### src/rtl/bus_join_seq_pkg.sv
// Shared types for the bus join sequencer.
// Assumes nothing beyond IEEE 1800-2017 enum support.
package bus_join_seq_pkg;
    typedef enum logic [1:0] {
        SQ_OFF  = 2'd0,   // shut down, links open
        SQ_CFG  = 2'd1,   // waiting on the configuration sampler
        SQ_WAIT = 2'd2,   // waiting for both segments to go quiet
        SQ_ON   = 2'd3    // segments joined
    } seq_state_t;
endpackage

### src/rtl/bjs_sync.sv
// Multi-stage synchronizer bank for asynchronous level inputs.
// Assumes each bit is independent; no bus coherency is implied.
module bjs_sync #(
    parameter int          W       = 1,
    parameter int          STAGES  = 2,
    parameter logic [W-1:0] RST_VAL = '0
) (
    input  logic         clk,
    input  logic         rst_n,
    input  logic [W-1:0] d_i,
    output logic [W-1:0] q_o
);
    logic [W-1:0] stg [STAGES];

    generate
        for (genvar s = 0; s < STAGES; s++) begin : g_stage
            // Shift each stage one step toward the output.
            always_ff @(posedge clk) begin
                if (!rst_n)      stg[s] <= RST_VAL;
                else if (s == 0) stg[s] <= d_i;
                else             stg[s] <= stg[(s > 0) ? s - 1 : 0];
            end
        end
    endgenerate

    assign q_o = stg[STAGES-1];
endmodule

### src/rtl/bjs_seg_idle.sv
// Quiet detector for one two-wire bus segment.
// Marks the segment quiet on a STOP, or after IDLE_CYC cycles with both lines high.
// A START withdraws the mark. clr_i discards all history.
// Assumes synchronized line inputs.
module bjs_seg_idle #(
    parameter int IDLE_CYC = 16,
    localparam int CW      = $clog2(IDLE_CYC + 1)
) (
    input  logic clk,
    input  logic rst_n,
    input  logic clr_i,
    input  logic scl_i,
    input  logic sda_i,
    output logic idle_o
);
    logic          scl_q, sda_q;
    logic [CW-1:0] cnt;
    logic          start_det, stop_det, lines_hi;

    assign lines_hi  = scl_i && sda_i;
    assign start_det = scl_q && scl_i && sda_q && !sda_i;
    assign stop_det  = scl_q && scl_i && !sda_q && sda_i;

    // Remember the previous line levels for edge detection.
    always_ff @(posedge clk) begin
        if (!rst_n) begin
            scl_q <= 1'b1;
            sda_q <= 1'b1;
        end else begin
            scl_q <= scl_i;
            sda_q <= sda_i;
        end
    end

    // Count consecutive cycles with both lines high, saturating at the limit.
    always_ff @(posedge clk) begin
        if (!rst_n || clr_i || !lines_hi) cnt <= '0;
        else if (cnt != CW'(IDLE_CYC))    cnt <= cnt + 1'b1;
    end

    // Sticky quiet flag: set by a STOP or by timer expiry, cleared by a START.
    always_ff @(posedge clk) begin
        if (!rst_n || clr_i)                               idle_o <= 1'b0;
        else if (start_det)                                idle_o <= 1'b0;
        else if (stop_det || (lines_hi && cnt == CW'(IDLE_CYC - 1)))
                                                           idle_o <= 1'b1;
    end

    a_r5_stop_marks_idle: assert property (@(posedge clk) disable iff (!rst_n)
        (stop_det && !clr_i) |=> idle_o);
    a_r6_low_restarts_count: assert property (@(posedge clk) disable iff (!rst_n)
        !lines_hi |=> (cnt == '0));
    a_r7_start_drops_idle: assert property (@(posedge clk) disable iff (!rst_n)
        (start_det && !clr_i) |=> !idle_o);
endmodule

### src/rtl/bus_join_seq.sv
// Top level of the bus join sequencer.
// Synchronizes its asynchronous inputs, fetches the translation byte through a
// request/acknowledge handshake, waits until both segments are quiet, and only then
// closes the links and raises ready. A low enable or a high undervoltage flag forces
// a shutdown.
// Assumes the sampler holds cfg_byte_i valid during the cycle in which cfg_ack_i is high.
module bus_join_seq
    import bus_join_seq_pkg::*;
#(
    parameter int CLK_HZ   = 200_000_000,
    parameter int IDLE_US  = 120,
    parameter int SYNC_STG = 2,
    parameter int BYTE_W   = 7,
    localparam int IDLE_CYC = (CLK_HZ / 1000) * IDLE_US / 1000,
    localparam int SEGS     = 2
) (
    input  logic              clk,
    input  logic              rst_n,
    input  logic              en_i,
    input  logic              uv_i,
    input  logic              scl_up_i,
    input  logic              sda_up_i,
    input  logic              scl_dn_i,
    input  logic              sda_dn_i,
    output logic              cfg_req_o,
    input  logic              cfg_ack_i,
    input  logic [BYTE_W-1:0] cfg_byte_i,
    output logic [BYTE_W-1:0] xlat_byte_o,
    output logic              xlat_en_o,
    output logic              scl_link_o,
    output logic              sda_link_o,
    output logic              ready_o
);
    logic [5:0]      raw_in, sync_q;
    logic            en_s, uv_s, halt;
    logic [SEGS-1:0] scl_s, sda_s, idle_seg;
    seq_state_t      state;

    assign raw_in = {uv_i, en_i, scl_up_i, sda_up_i, scl_dn_i, sda_dn_i};

    bjs_sync #(.W(6), .STAGES(SYNC_STG), .RST_VAL(6'b10_1111)) u_sync (
        .clk   (clk),
        .rst_n (rst_n),
        .d_i   (raw_in),
        .q_o   (sync_q)
    );

    assign uv_s  = sync_q[5];
    assign en_s  = sync_q[4];
    assign scl_s = {sync_q[3], sync_q[1]};
    assign sda_s = {sync_q[2], sync_q[0]};
    assign halt  = !en_s || uv_s;

    generate
        for (genvar g = 0; g < SEGS; g++) begin : g_seg
            bjs_seg_idle #(.IDLE_CYC(IDLE_CYC)) u_idle (
                .clk    (clk),
                .rst_n  (rst_n),
                .clr_i  (state == SQ_OFF),
                .scl_i  (scl_s[g]),
                .sda_i  (sda_s[g]),
                .idle_o (idle_seg[g])
            );
        end
    endgenerate

    // Sequence state and byte capture; shutdown overrides everything.
    always_ff @(posedge clk) begin
        if (!rst_n || halt) begin
            state       <= SQ_OFF;
            xlat_byte_o <= '0;
        end else begin
            case (state)
                SQ_OFF:  state <= SQ_CFG;
                SQ_CFG:  if (cfg_ack_i) begin
                             xlat_byte_o <= cfg_byte_i;
                             state       <= SQ_WAIT;
                         end
                SQ_WAIT: if (&idle_seg) state <= SQ_ON;
                default: state <= SQ_ON;
            endcase
        end
    end

    // Outputs decoded from the registered state.
    always_comb begin
        cfg_req_o  = (state == SQ_CFG);
        ready_o    = (state == SQ_ON);
        scl_link_o = (state == SQ_ON);
        sda_link_o = (state == SQ_ON);
        xlat_en_o  = (state == SQ_ON);
    end

    a_r2_req_held: assert property (@(posedge clk) disable iff (!rst_n)
        (cfg_req_o && !cfg_ack_i && !halt) |=> cfg_req_o);
    a_r3_byte_hold: assert property (@(posedge clk) disable iff (!rst_n)
        (ready_o && $past(ready_o)) |-> $stable(xlat_byte_o));
    a_r4_join_needs_quiet: assert property (@(posedge clk) disable iff (!rst_n)
        $rose(ready_o) |-> $past(&idle_seg));
    a_r8_halt_opens: assert property (@(posedge clk) disable iff (!rst_n)
        halt |=> (!ready_o && !scl_link_o && !sda_link_o && !xlat_en_o
                  && xlat_byte_o == '0));
endmodule

### config.mk
export PLATFORM = sky130hd
export DESIGN_NAME = bus_join_seq
export DESIGN_NICKNAME = d
export VERILOG_FILES = /design/src/rtl/bus_join_seq_pkg.sv /design/src/rtl/bjs_sync.sv /design/src/rtl/bjs_seg_idle.sv /design/src/rtl/bus_join_seq.sv
export SDC_FILE = /design/constraint.sdc
export NUM_CORES = 1
export LEC_CHECK = 0
export ABC_CLOCK_PERIOD_IN_PS = 3300
export CORE_MARGIN = 1.5
export CORE_UTILIZATION = 55
export CTS_CLUSTER_DIAMETER = 120
export DETAILED_ROUTE_END_ITERATION = 12
export PLACE_DENSITY = 0.79
export SYNTH_ARGS = -nofsm -noshare
export SYNTH_HDL_FRONTEND = slang
export SYNTH_SLANG_ARGS = --single-unit
### constraint.sdc
create_clock -name clk -period 3.3 [get_ports clk]
set_clock_uncertainty 0.2 [all_clocks]
set_input_delay 0.66 -clock clk [delete_from_list [all_inputs] [get_ports clk]]
set_output_delay 0.66 -clock clk [all_outputs]
set_load 0.01 [all_outputs]
Word level (Yosys, flattened, before mapping):

Memories as Yosys holds them, arrays and structs flattened.
Cells that the tools add are included.

* add/subtract/negate cells: 2
* equal/unequal tests: 9
* muxes and demuxes: 7
* bitwise logic cells: 2
* reductions and logical operators: 35

Operator list (count)
* $add 15x1->15 const B: 2
* $eq 15x15->1 const B: 2
* $ne 15x15->1 const B: 2
* $logic_and 1x1->1: 14
* $mux 6: 2
* $logic_not 1->1: 8
* $logic_or 1x1->1: 7
* $pmux 2 s3: 1
* $reduce_and 2->1: 3
* $eq 2x2->1 const B: 2
* $mux 2: 2
* $reduce_or 2->1: 2
* $eq 2x1->1 const B: 1
* $logic_not 2->1: 1
* $mux 1: 2
* $ne 2x1->1 const B: 1
* $ne 2x2->1 const B: 1
* $or 1x1->1: 2

* flip-flop bits (word level): 45
* memory bits (writable): 12
* word-level logic and storage cells: 66
* memories kept: 1

Memories
* u_sync.stg: words 2, width 6, rd ports 2, clocked after memory_dff 0, wr ports 2, line bjs_sync.sv:13 `logic [W-1:0] stg [STAGES];`

Longest topological paths before layout:

Gate-level depths: netlist (run 1).

* depth after elaboration: 4
* depth in mapped cells: 6
* depth with buffers taken out: 6

By module:

Synthesis (run 1) repeated with hierarchy kept, for this count alone.

* cell total of the unflattened synthesis: 272
* area, all modules: 2596.2 sq um

By module, submodules not included
* bjs_seg_idle: instances 2, cells each 100, area an instance 893.4 sq um
* bus_join_seq: instances 1, cells each 47, area an instance 483.0 sq um
* bjs_sync: instances 1, cells each 25, area an instance 326.6 sq um

Least setup slack after synthesis (run 1):

No wires, ideal clock.

* kind: flip-flop to flip-flop
* start: register g_seg[0].u_idle.cnt[8]
* end: register g_seg[0].u_idle.idle_o
* setup time: 79 ps
* data arrival time: 1480 ps
* required time: 3021 ps
* setup slack: 1541 ps
* cell stages (with the launch flop): 5
* buffers on the path: 0
* clock period less this slack: 1759 ps
* cell sequence: dfxtp_1 nand4_2 or3_4 or4_4 a211oi_2

* longest elaborated chain between the ends: 3

RTL lines
* start, declared: line bjs_seg_idle.sv:17 `logic [CW-1:0] cnt;`
* start signal, assigned: line bjs_seg_idle.sv:38 `else if (cnt != CW'(IDLE_CYC)) cnt <= cnt + 1'b1;`
* $eq 15x15->1: line bjs_seg_idle.sv:45 `else if (stop_det || (lines_hi && cnt == CW'(IDLE_CYC - 1)))`
* $logic_and 1x1->1: line bjs_seg_idle.sv:45
* $logic_or 1x1->1: line bjs_seg_idle.sv:45
* end signal, assigned: line bjs_seg_idle.sv:43 `if (!rst_n || clr_i) idle_o <= 1'b0;`
* end signal, assigned: line bjs_seg_idle.sv:44 `else if (start_det) idle_o <= 1'b0;`
* end signal, assigned: line bjs_seg_idle.sv:46 `idle_o <= 1'b1;`
* end, declared: line bjs_seg_idle.sv:14 `output logic idle_o`

Every way passes these cells.
A chain may end at the register's enable or synchronous reset.

Worst setup path in the final report (run 1):

* start: register state[0]
* end: output port xlat_en_o

* longest elaborated chain between the ends: 1

RTL lines
* start, declared: line bus_join_seq.sv:37 `seq_state_t state;`
* start signal, assigned: line bus_join_seq.sv:70 `state <= SQ_OFF;`
* start signal, assigned: line bus_join_seq.sv:74 `SQ_OFF: state <= SQ_CFG;`
* start signal, assigned: line bus_join_seq.sv:77 `state <= SQ_WAIT;`
* $eq 2x2->1: line bus_join_seq.sv:91 `xlat_en_o = (state == SQ_ON);`
* end, declared: line bus_join_seq.sv:29 `output logic xlat_en_o,`

Every way passes these cells.

==> reports/qor.csv, run 1 <==
metric,value,unit
antenna cells,0,
Synth area leader,dfxtp_1,
"Remaining Overflow, GRT",0,
Fmax achieved,0.4115,GHz
clk sinks,57,
Routed WL per cell,12.23,um
status,finished clean,
post-CTS resize count,0,
RePlAce Congestion,0.7976,
Final Hold Fails,0,
ys async rst share,0,%
nets,306,
met1 usage,24.74,%
H-tree depth,3,
root buf cell,clkbuf_8,
PortBufs,27,
Pre-antenna DRT Iters,4,
post-synthesis sequential area ratio,48.41,%
Slew Limit Headroom,19.04,%
cts hold-fix bufs,0,
vias in the first global route,1631,
Post-Syn Instances,257,
element type at the critical path end,output port,
Fill cells,324,
Area Overhead vs Synth,19.27,%
1st-iter DRT viols,128,
Max-Cap Viols,0,
cell family with most CP delay,buffers and inverters,
hold path depth,1,
M3 GR Usage,5.757,%
Min-Delay Path Class,reg2reg,
Final Cycle Share,73.65,%
Reg2Reg Depth,4,
Crit path arrival time,1570,ps
HPWL Detailed,2820,um
RR Endpoint,g_seg[1].u_idle.idle_o,
postcts setup bufs,0,
Leak,0.0009712,uW
Die Area,0.004687,mm^2
Max IR drop VDD,0.3037,mV
"EDFF count, synth",0,
DRT Wirelength,4171,um
CP bufs+invs,1,
I/O Pins,28,
Final Instance Area,0.002811,mm^2
Netlist Area Pre-Place,0.002357,mm^2
"Net Count, Synth",277,
flop-to-flop setup slack,1360,ps
worst r2r src,g_seg[1].u_idle.cnt[2],
most numerous cell in the Yosys netlist,dfxtp_1,
row cnt,23,
global-route wire length before repair,6789,um
TritonCTS Buffers,9,
GRT Total Usage,19.76,%
CP Cell Sequence,and2_1 > clkdlybuf4s50_1,
#FFs+latches synth,57,
"Slew Viols, Final",0,
via/cell ratio,5.367,
Die W,68.47,um
ys flop type,dfxtp_1,
Die Y,68.47,um
WHS Endpoint,u_sync.stg[1][2],
yosys warns,0,
Synth top area share,48.41,%
setup TNS,0,ps
Hold Startpoint,u_sync.stg[0][2],
routed vias,1830,
clock latency on the worst-skew pair,320,ps
RSZ-0062 raised after global routing,false,
"slowest stage delay, CP",550,ps
Crit Path Category,reg2out,
Worst Tran Pin Value,1213,ps
"Req. time, crit path",2440,ps
Antenna Nets Post-Route,0,
grt peak-use layer,met2,
Finish-stage setup viols,0,
pin count of the biggest net entering global routing,16,
Initial Utilization,58.09,%
Area contributors post-synth,"dfxtp_1 (48%), xor2_1 (7.1%), nor2_1 (4.5%), nand2b_1 (4.2%), nand3_1 (3.6%)",
"Slowest-stage cell, CP",clkdlybuf4s50_1,
placed inst area,0.002638,mm^2
Worst Setup Start Kind,flop,
Synth top cells by count,"dfxtp_1 (57), nor2_1 (28), nand2_1 (20)",
CTS tree,done,
Pwr per Cell Area,460.1,mW/mm^2
clock tree buffer depth,2,
share of cells above drive strength 1,7.560,%
DRC viols,0,
Core Area,0.004058,mm^2
GR Layer Usage met2,29.45,%
initial antenna violation count,0,
maximum fanout along the worst path,8,
Cell variety after synth,36,
Clock transition at path regs,60,ps
Final min period,2430,ps
synthesized area per cell,9.172,um^2
## how the worst max path moves through the flow
stage	start	end	slack, ps	cells past startpoint
global placement	rst_n	g_seg[0].u_idle.cnt[0]	870	3
floorplan	g_seg[0].u_idle.cnt[8]	g_seg[0].u_idle.idle_o	1540	4
global route	state[0]	scl_link_o	760	2
finish	state[0]	xlat_en_o	870	2
detailed placement	rst_n	g_seg[0].u_idle.cnt[0]	810	3
CTS	state[0]	scl_link_o	850	2
## metal layers
layer | routed length, um | up-vias
met5 | 0 | -
met3 | 248 | 7
met4 | 76 | 0
met1 | 2056 | 836
li1 | - | 936
met2 | 1789 | 51
## logic make-up after synthesis
family / after synthesis / share of synthesized area, %
flops: 57 / 48.41
compound gates: 24 / 6.157
buf+inv: 19 / 3.981
xor+xnor: 25 / 9.289
mux: 1 / 0.4246
fa+ha+maj: 4 / 2.123
simple gates: 127 / 29.62
## state kept, by name, summed over array words and instances (netlist names)
| name | flops |
|---|---|
| g_seg.u_idle.cnt | 30 |
| g_seg.u_idle.idle_o | 2 |
| g_seg.u_idle.scl_q | 2 |
| g_seg.u_idle.sda_q | 2 |
| state | 2 |
| u_sync.stg | 12 |
| xlat_byte_o | 7 |
## placed cells by master, fill, tap and decap left out, types with 3 or more instances in the layout
cell,netlist,layout
a21oi_1,14,14
and2_1,6,6
and3_1,4,4
and4_1,4,4
clkbuf_8,0,11
clkdlybuf4s50_1,0,27
clkinv_2,0,3
dfxtp_1,57,57
ha_1,4,4
inv_1,9,9
nand2_1,20,20
nand2b_1,16,16
nand3_1,17,17
nand4_1,8,8
nor2_1,28,28
nor3_1,6,6
nor4_1,3,3
o21ai_0,3,3
xnor2_1,6,6
xor2_1,19,19
## layout make-up
type	instances	area (um^2)	share of cell area, %
clock inverters	3	15.01	0.5340
clock buffers	13	158.9	5.652
multi-input cells	181	1122	39.92
flip-flops and latches	57	1141	40.59
well taps	50	62.56	2.225
inverters	9	33.78	1.202
repair buffers	28	277.8	9.880
## worst reg2reg max path, stage by stage (launching register included)
cell,delay (ps)
dfxtp_1,420
and4_1,400
nand2_1,120
or4b_1,480
a211oi_1,230
## where the power goes
part           internal [uW]  switching, uW  total [uW]  leakage (uW)
clock                    310            251         561     0.0000932
combinational           22.7           9.55        32.3      0.000416
sequential               696           3.58         700      0.000462
## metrics by stage
stage,setup slack (ps),hold WS [ps],std cells,total power (uW),utilization (%)
detailed placement,807.7,198.7,325,747.5,65.00
floorplan,1541,186.3,257,727.0,-
global placement,868.3,189.8,325,746.3,65.00
CTS,848.2,216.5,341,1309,69.29
finish,869.7,211.2,341,1294,69.29
global route,758.5,227.9,341,1345,69.29
Power figures use the tool's default switching activity.
==> run 2: changes to the inputs <==
- ABC_CLOCK_PERIOD_IN_PS: 3300 -> 2100
- CORE_UTILIZATION: 55 -> 49
- PLACE_DENSITY: 0.79 -> 0.74
- clock period: 3.3 -> 2.1 ns (I/O delays scaled with it)
==> run 2 against run 1 <==
First-iteration DRC count decreased by 33%; non-clock buffer count increased by 5; sequential power increased by 57%; critical path depth unchanged; via count decreased by 1.6%; highest routed layer unchanged.
==> reports/qor.csv, run 2 (same netlist as run 1, synthesis figures left out) <==
metric,value,unit
"Most flops, register",g_seg.u_idle.cnt,
power share of the combinational group,2.5,%
Slew Limit Headroom,73.93,%
DRC viols,0,
non-filler instance count after layout,350,
PortBufs,27,
Die Y,72.36,um
Hold Startpoint,u_sync.stg[0][2],
Finish-stage setup viols,0,
vias in the first global route,1604,
"commonest non-fill, non-tap cells in the layout","dfxtp_1 (55), nor2_1 (28), clkdlybuf4s50_1 (23), nand2_1 (20), xor2_1 (19)",
clk sinks,57,
Crit Path Category,reg2out,
routed vias,1800,
flip-flop count of the largest register after layout,30,
Fill cells,417,
hold path depth,1,
Min-Delay Path Class,reg2reg,
worst r2r src,g_seg[0].u_idle.cnt[8],
Routed WL per cell,11.60,um
via/cell ratio,5.143,
"most common cell after layout, fill and taps aside",dfxtp_1,
RePlAce Congestion,0.7664,
status,finished clean,
Top Registers,"g_seg.u_idle.cnt: 30 flops, u_sync.stg: 12 flops, xlat_byte_o: 7 flops",
Worst Slack Setup Final,82.37,ps
Max IR drop VDD,0.3565,mV
share of cells above drive strength 1,9.797,%
Pre-antenna DRT Iters,4,
Antenna Nets Post-Route,0,
placed inst area,0.002680,mm^2
cts hold-fix bufs,0,
setup TNS,0,ps
Reg2Reg Depth,4,
GRT Total Usage,17.46,%
placed cell count,334,
CP bufs+invs,1,
row cnt,25,
TritonCTS Buffers,9,
Place WS,192.5,ps
Die W,72.36,um
Crit path arrival time,1400,ps
nets,311,
switching portion of total power,20.07,%
pin count of the biggest net entering global routing,16,
Fmax achieved,0.4956,GHz
"Remaining Overflow, GRT",0,
Final Hold Fails,0,
Pwr per Cell Area,706.6,mW/mm^2
Initial Utilization,50.24,%
"Req. time, crit path",1480,ps
Int Pwr,1617,uW
sw power,406.0,uW
I/O Pins,28,
Final Instance Area,0.002863,mm^2
1st-iter DRT viols,86,
flop-to-flop setup slack,250,ps
clock share of power,43.1,%
CP Cell Sequence,nor2b_1 > clkdlybuf4s50_1,
H-tree depth,3,
Clock transition at path regs,60,ps
"Slowest-stage cell, CP",clkdlybuf4s50_1,
RSZ-0062 raised after global routing,false,
Leak,0.001058,uW
Final min period,2018,ps
cell family with most CP delay,buffers and inverters,
initial antenna violation count,0,
Flop pwr share,54.4,%
HPWL Detailed,2850,um
element type at the critical path end,output port,
antenna cells,0,
CTS tree,done,
WHS Endpoint,u_sync.stg[1][2],
clock tree buffer depth,2,
Final Cycle Share,96.08,%
"slowest stage delay, CP",540,ps
Core Area,0.004692,mm^2
Worst Setup Start Kind,flop,
maximum fanout along the worst path,8,
Max-Cap Viols,0,
Area Overhead vs Synth,21.44,%
RR Endpoint,g_seg[0].u_idle.idle_o,
global-route wire length before repair,6920,um
"Slew Viols, Final",0,
clock latency on the worst-skew pair,330,ps
Die Area,0.005236,mm^2
DRT Wirelength,4060,um
Worst Tran Pin Value,389.9,ps
root buf cell,clkbuf_8,
Pwr Total,2023,uW
[run 2: metrics by stage]
| stage | utilization, % | hold slack, ps |
|---|---|---|
| 4_1_cts | 60.85 | 205.7 |
| 6_report | 61.01 | 205.3 |
| 2_1_floorplan | - | 186.3 |
| 3_5_place_dp | 57.12 | 191.7 |
| 3_3_place_gp | 57.12 | 189.3 |
| 5_1_grt | 61.01 | 221.1 |
[run 2: final cells by class]
type / instances / area, um^2 / area share, %
sequential: 57 / 1144 / 39.95
multi-input combinational: 181 / 1122 / 39.20
timing repair buffer: 33 / 321.6 / 11.23
clock buffer: 13 / 158.9 / 5.551
tap: 54 / 67.56 / 2.360
inverter: 9 / 33.78 / 1.180
clock inverter: 3 / 15.01 / 0.5245
[run 2: worst max path at each step]
| stage | slack, ps | endpoint | startpoint | cells after the start |
|---|---|---|---|---|
| after floorplan | 340 | g_seg[0].u_idle.idle_o | g_seg[0].u_idle.cnt[8] | 4 |
| after global placement | 220 | state[0] | rst_n | 3 |
| after detailed placement | 190 | state[0] | rst_n | 3 |
| after CTS | 9 | ready_o | state[0] | 2 |
| after global routing | 30 | cfg_req_o | state[0] | 2 |
| final | 80 | cfg_req_o | state[0] | 2 |
[run 2: power by group through the flow]
stage / Clock [uW] / Combinational (uW) / Sequential [uW]
finish: 872 / 50.5 / 1100
global route: 943 / 55.5 / 1100
CTS: 899 / 51.1 / 1100
detailed placement: 0 / 50.7 / 1120
global placement: 0 / 50.1 / 1120
floorplan: 0 / 20.6 / 1120
[run 2: routing by layer]
| metal | routed length (um) | share of wire [%] | up-vias | GRT usage (%) |
|---|---|---|---|---|
| li1 | - | - | 945 | - |
| met1 | 2070 | 51 | 793 | 22.59 |
| met2 | 1647 | 41 | 51 | 25.21 |
| met3 | 210 | 5.2 | 11 | 4.444 |
| met4 | 131 | 3.2 | 0 | 12.58 |
| met5 | 0 | 0 | - | 0 |
[run 2: worst reg2reg max path, cell delays in order (launching register included)]
cell and delay [ps]:
dfxtp_1 430, nand4_2 110, or3_4 410, or4_4 420, a211oi_2 210
[run 2: repair_timing]
action / in CTS / in global routing
endpoints found under the setup margin: 5 / 3
gates resized for setup: 3 / 3
setup buffers: 0 / 0
